===== config.mk =====
export PLATFORM = sky130hd
export DESIGN_NAME = subslot_dchan_port
export DESIGN_NICKNAME = d
export VERILOG_FILES = /design/src/rtl/dchan_pkg.sv /design/src/rtl/dchan_frame_timer.sv /design/src/rtl/dchan_sel_shadow.sv /design/src/rtl/dchan_rx_capture.sv /design/src/rtl/dchan_tx_drive.sv /design/src/rtl/subslot_dchan_port.sv
export SDC_FILE = /design/constraint.sdc
export NUM_CORES = 1
export LEC_CHECK = 0
export ABC_CLOCK_PERIOD_IN_PS = 3600
export BUFFER_PORTS_ARGS = -buffer_cell sky130_fd_sc_hd__buf_2
export CORE_MARGIN = 2
export CORE_UTILIZATION = 40
export CTS_CLUSTER_DIAMETER = 200
export DETAILED_ROUTE_END_ITERATION = 8
export PLACE_DENSITY = 0.6
export SLEW_MARGIN = 30
export SYNTH_ARGS = -nofsm -noshare
export SYNTH_HDL_FRONTEND = slang
export SYNTH_SLANG_ARGS = --single-unit

===== constraint.sdc =====
create_clock -name clk -period 3.6 [get_ports clk]
set_input_delay 0.36 -clock clk [delete_from_list [all_inputs] [get_ports clk]]
set_output_delay 0.36 -clock clk [all_outputs]
set_load 0.05 [all_outputs]

===== src/rtl/dchan_pkg.sv =====
package dchan_pkg;

    parameter int SLOT_BITS  = 8;
    parameter int NUM_SLOTS  = 64;
    parameter int FIELD_BITS = 2;

    localparam int FRAME_BITS = SLOT_BITS * NUM_SLOTS;
    localparam int POS_W      = $clog2(FRAME_BITS);
    localparam int SLOT_IDX_W = $clog2(NUM_SLOTS);
    localparam int SUBS       = SLOT_BITS / FIELD_BITS;
    localparam int SUB_IDX_W  = $clog2(SUBS);
    localparam int FIDX_W     = (FIELD_BITS > 1) ? $clog2(FIELD_BITS) : 1;

    typedef logic [POS_W-1:0]      pos_t;
    typedef logic [FIELD_BITS-1:0] field_t;
    typedef logic [FIDX_W-1:0]     fidx_t;

    // slot/sub-slot selection as written by software
    typedef struct packed {
        logic [SLOT_IDX_W-1:0] slot;
        logic [SUB_IDX_W-1:0]  sub;
    } sel_cfg_t;

    // a frame position and whether a frame is in progress
    typedef struct packed {
        pos_t pos;
        logic live;
    } frame_pos_t;

    function automatic pos_t field_start(sel_cfg_t c);
        return pos_t'(c.slot) * pos_t'(SLOT_BITS) + pos_t'(c.sub) * pos_t'(FIELD_BITS);
    endfunction

    function automatic logic in_field(pos_t p, pos_t s);
        return (p >= s) && ((p - s) < pos_t'(FIELD_BITS));
    endfunction

    function automatic fidx_t field_idx(pos_t p, pos_t s);
        pos_t d;
        d = p - s;
        return d[FIDX_W-1:0];
    endfunction

endpackage


===== src/rtl/dchan_frame_timer.sv =====
module dchan_frame_timer
    import dchan_pkg::*;
(
    input  logic       clk,
    input  logic       rst,
    input  logic       frame_sync,
    output frame_pos_t cur,
    output frame_pos_t held
);

    pos_t pos_q;
    logic live_q;

    // position of the bit being sampled on the coming edge
    always_comb begin
        cur.live = frame_sync | live_q;
        if (frame_sync) begin
            cur.pos = '0;
        end else if (pos_q == pos_t'(FRAME_BITS - 1)) begin
            cur.pos = '0;
        end else begin
            cur.pos = pos_q + pos_t'(1);
        end
    end

    always_ff @(posedge clk) begin
        if (rst) begin
            pos_q  <= '0;
            live_q <= 1'b0;
        end else begin
            pos_q  <= cur.pos;
            live_q <= cur.live;
        end
    end

    // position sampled on the previous edge (drives the transmit side)
    assign held.pos  = pos_q;
    assign held.live = live_q;

endmodule


===== src/rtl/dchan_sel_shadow.sv =====
module dchan_sel_shadow
    import dchan_pkg::*;
(
    input  logic     clk,
    input  logic     rst,
    input  logic     frame_sync,
    input  logic     cfg_wr,
    input  sel_cfg_t cfg_in,
    output pos_t     rx_start,
    output pos_t     tx_start
);

    sel_cfg_t pend_q;
    sel_cfg_t act_q;

    always_ff @(posedge clk) begin
        if (rst) begin
            pend_q <= '0;
            act_q  <= '0;
        end else begin
            if (cfg_wr) begin
                pend_q <= cfg_in;
            end
            if (frame_sync) begin
                act_q <= pend_q;
            end
        end
    end

    // on the sync edge the pending value already governs position 0
    assign rx_start = field_start(frame_sync ? pend_q : act_q);
    assign tx_start = field_start(act_q);

endmodule


===== src/rtl/dchan_rx_capture.sv =====
module dchan_rx_capture
    import dchan_pkg::*;
(
    input  logic       clk,
    input  logic       rst,
    input  frame_pos_t cur,
    input  pos_t       start,
    input  logic       rx_din,
    output field_t     field,
    output logic       valid
);

    field_t part_q;
    field_t part_d;
    field_t data_q;
    logic   valid_q;
    logic   hit;
    logic   last;
    fidx_t  idx;

    always_comb begin
        hit    = cur.live && in_field(cur.pos, start);
        idx    = field_idx(cur.pos, start);
        last   = hit && (idx == fidx_t'(FIELD_BITS - 1));
        part_d = part_q;
        if (hit) begin
            for (int k = 0; k < FIELD_BITS; k++) begin
                if (idx == fidx_t'(k)) begin
                    part_d[FIELD_BITS-1-k] = rx_din;
                end
            end
        end
    end

    always_ff @(posedge clk) begin
        if (rst) begin
            part_q  <= '0;
            data_q  <= '0;
            valid_q <= 1'b0;
        end else begin
            part_q  <= part_d;
            valid_q <= last;
            if (last) begin
                data_q <= part_d;
            end
        end
    end

    assign field = data_q;
    assign valid = valid_q;

endmodule


===== src/rtl/dchan_tx_drive.sv =====
module dchan_tx_drive
    import dchan_pkg::*;
(
    input  logic       clk,
    input  logic       rst,
    input  logic       frame_sync,
    input  field_t     word_in,
    input  frame_pos_t held,
    input  pos_t       start,
    output logic       dout,
    output logic       oe
);

    field_t word_q;
    fidx_t  idx;

    always_ff @(posedge clk) begin
        if (rst) begin
            word_q <= '0;
        end else if (frame_sync) begin
            word_q <= word_in;
        end
    end

    always_comb begin
        oe   = held.live && in_field(held.pos, start);
        idx  = field_idx(held.pos, start);
        dout = 1'b1;
        if (oe) begin
            for (int k = 0; k < FIELD_BITS; k++) begin
                if (idx == fidx_t'(k)) begin
                    dout = word_q[FIELD_BITS-1-k];
                end
            end
        end
    end

endmodule


===== src/rtl/subslot_dchan_port.sv =====
module subslot_dchan_port
    import dchan_pkg::*;
(
    input  logic                  clk,
    input  logic                  rst,
    input  logic                  frame_sync,
    input  logic                  rx_din,
    input  logic                  cfg_wr,
    input  logic [SLOT_IDX_W-1:0] cfg_slot,
    input  logic [SUB_IDX_W-1:0]  cfg_sub,
    input  logic [FIELD_BITS-1:0] tx_word,
    output logic [FIELD_BITS-1:0] rx_field,
    output logic                  rx_valid,
    output logic                  tx_dout,
    output logic                  tx_oe
);

    frame_pos_t cur_w;
    frame_pos_t held_w;
    sel_cfg_t   cfg_w;
    pos_t       rx_start_w;
    pos_t       act_start_w;

    assign cfg_w.slot = cfg_slot;
    assign cfg_w.sub  = cfg_sub;

    dchan_frame_timer u_timer (
        .clk        (clk),
        .rst        (rst),
        .frame_sync (frame_sync),
        .cur        (cur_w),
        .held       (held_w)
    );

    dchan_sel_shadow u_sel (
        .clk        (clk),
        .rst        (rst),
        .frame_sync (frame_sync),
        .cfg_wr     (cfg_wr),
        .cfg_in     (cfg_w),
        .rx_start   (rx_start_w),
        .tx_start   (act_start_w)
    );

    dchan_rx_capture u_rx (
        .clk    (clk),
        .rst    (rst),
        .cur    (cur_w),
        .start  (rx_start_w),
        .rx_din (rx_din),
        .field  (rx_field),
        .valid  (rx_valid)
    );

    dchan_tx_drive u_tx (
        .clk        (clk),
        .rst        (rst),
        .frame_sync (frame_sync),
        .word_in    (tx_word),
        .held       (held_w),
        .start      (act_start_w),
        .dout       (tx_dout),
        .oe         (tx_oe)
    );

endmodule


==> results_dict.tcl <==
set metrics [dict create \
    layout.cells.most_common_list "nor2_1, dfxtp_1, buf_2, mux2i_1, ha_1" \
    switching_share 0.297 \
    ctsHtreeMaxLevel 2 \
    worst_path_arrival_ns 3.44 \
    worst-slew-pin-transition_ns 0.559 \
    grt_antenna_before_repair 0 \
    place_hpwl_um 3280 \
    std_cell_rows 25 \
    start_util 0.409 \
    worst_clock_skew_ns 0.00436 \
    pwr-share-clk 0.353 \
    antenna-diode-count 0 \
    nNetsFinal 266 \
    leakage_power_total_nw 0.923 \
    totalNegativeSetupSlack_ns 0 \
    dieWidth_um 72.8 \
    dieHeight_um 72.8 \
    outcome "completed" \
    fin_crit_sh 0.914 \
    post_synthesis_sequential_area_ratio 0.338 \
    floorplan.core_area_sq_um 4630 \
    peak_supply_drop_mv 0.197 \
    drt_iter0_markers 76 \
    sequential_fraction_of_design_power 0.469 \
    maximum_achievable_frequency_ghz 0.304 \
    async_reset_ff_frac 0 \
    worstSkewPairLatency_ns 0.28 \
    setup_viol_count_final 0 \
    cts_post_setup_buffers_inserted 0 \
    yosys_register_bits 32 \
    critPathCaptureType "register" \
    post_synth_edffs 0 \
    post_route_cells_drive_above_1_share 0.167 \
    layout_commonest_cell "nor2_1" \
    placement.setup.worst_slack_ns 0.306 \
    number_of_buffers_created_by_cts 5 \
    grt_start_max_net_pins 31 \
    flow.area_growth_from_synthesis_pct 12.9 \
    area_post_placement_sq_um 2030 \
    dr_total_vias 1540 \
    detail_route.first_pass.iterations 4 \
    drv.max_cap_violation_count 0 \
    syn-instance-count 213 \
    syn_area_sq_um 1890 \
    power.density_nw_per_um2 373 \
    p_switching_mw 0.236 \
    crit_required_ns 3.75 \
    yosys_most_used_dff "dfxtp_1" \
    synthesis.area_per_instance_sq_um 8.89 \
    cts_tree "yes" \
    holdCritPathClass "primary input to register" \
    clock_tree.buffer_depth 2 \
    slew_viol_final 0 \
    dieArea_sq_um 5300 \
    grt_setup_unrepaired "no" \
    yosys.cell_types.count 41 \
    postLayoutCellArea_sq_um 2140 \
    final.setup.worst_slack_ns 0.309 \
    clockRootBuffer "clkbuf_8" \
    totalWireLength_um 4120 \
    fin_total_pwr_mw 0.796 \
    final_hold_viol_count 0 \
    setup.worst_path.start_class "register" \
    number_of_clock_sinks 32 \
    comb_power_share 0.178 \
    drc_errors 0 \
    design.portCount 20 \
    fin_crit_ns 3.29 \
    grt_pass1_vias 1449 \
    crit_type "register to register" \
    via_per_inst 5.35 \
    final_antenna_net_count 0 \
    crit_fanout 13 \
    layout.filler_cells 482 \
    globalRouteOverflowTotal 0 \
    final.hold.worst_slack_ns 0.305 \
    syn-num-nets 246 \
    gpl.final_weighted_congestion 0.827 \
    slew-limit-headroom 0.627 \
    routed_wire_length_per_instance_um 14.3 \
    clk_pin_slew_ns 0.07 \
    grt_first_pass_wirelength_um 6800 \
    synthesis.yosys.warnings 0 \
    grt_util_all_layers 0.169 \
    p_int_mw 0.560 \
    port-buffer-count 19 \
]
## stage by stage
stage          utilization  std cells
3_5_place_dp         0.439        280
2_1_floorplan            -        213
3_3_place_gp         0.439        280
4_1_cts              0.459        288
5_1_grt              0.462        288
6_report             0.462        288
## worst max-delay path, cell delays in order (launching register included)
cell and delay (ns):
dfxtp_1 0.42, ha_1 0.23, nand3_1 0.13, nor2_1 0.16, ha_1 0.19, or2_2 0.25
nor2_1 0.08, ha_1 0.29, nor2b_1 0.31, o21bai_1 0.20, a21oi_1 0.23, o2111ai_1 0.20
o41ai_1 0.37, a21oi_1 0.10
## cells by family after synthesis
family,synth area share
multiplexers,0.113
AND/OR/NAND/NOR,0.190
buffers and inverters,0.0317
XOR/XNOR,0.0370
AO/OA/AOI/OAI,0.171
flip-flops,0.338
adder cells (fa/ha/maj),0.119
## power by group through the flow
stage | logic [mW] | clock network, mW | registers (mW)
final | 0.142 | 0.281 | 0.373
after detailed placement | 0.140 | 0 | 0.381
after global routing | 0.158 | 0.302 | 0.374
after floorplan | 0.107 | 0 | 0.380
after CTS | 0.140 | 0.287 | 0.373
after global placement | 0.139 | 0 | 0.381
## flip-flops by register name (all words and copies together), names as in the netlist
name            count
u_tx.word_q         2
u_timer.live_q      1
u_timer.pos_q       9
u_rx.part_q         1
u_sel.pend_q        8
u_rx.field          2
u_rx.valid          1
u_sel.act_q         8
## cells in the mapped netlist (4+ instances only)
master	number	area [sq um]
o21a_1	4	30.0
nand3_1	4	20.0
dfxtp_1	32	641
o41ai_1	5	43.8
xnor2_1	4	35.0
nand2_1	7	26.3
and3_1	4	25.0
a21oi_1	11	55.1
inv_1	10	37.5
o2111ai_1	6	52.6
xor2_1	4	35.0
ha_1	18	225
mux2i_1	18	180
nor3_1	10	50.1
nor2_1	36	135
clkbuf_1	4	15.0
## routing by layer
metal | track usage | up-vias | part of all wire
li1 | - | 818 | -
met1 | 0.230 | 703 | 0.50
met2 | 0.269 | 15 | 0.47
met3 | 0.0373 | 4 | 0.025
met4 | 0.0494 | 0 | 0.012
met5 | 0 | - | 0
## path summary, 6_finish.rpt
kind	startpoint	to	slack (ns)	cells after the start
max	u_timer.pos_q[0]	u_rx.field[0]	0.31	13
min reg2reg	u_rx.field[1]	u_rx.field[1]	0.46	2
max reg2reg	u_timer.pos_q[0]	u_rx.field[0]	0.31	13
min	cfg_slot[4]	u_sel.pend_q[6]	0.31	3
## repair_timing
item	4_1_cts	5_1_grt
setup endpoints to repair	0	1
hold endpoints to repair	0	0
hold buffers	0	0
gates resized for setup	0	2
## final cells by class
cell class / count / area [sq um] / area share
Inverter: 10 / 37.5 / 0.0176
Timing Repair Buffer: 19 / 95.1 / 0.0445
Sequential cell: 32 / 641 / 0.300
Multi-Input combinational cell: 165 / 1200 / 0.563
Clock inverter: 3 / 23.8 / 0.0111
Clock buffer: 5 / 68.8 / 0.0322
Tap cell: 54 / 67.6 / 0.0316
Note: power is estimated with default switching activity, not from simulation.
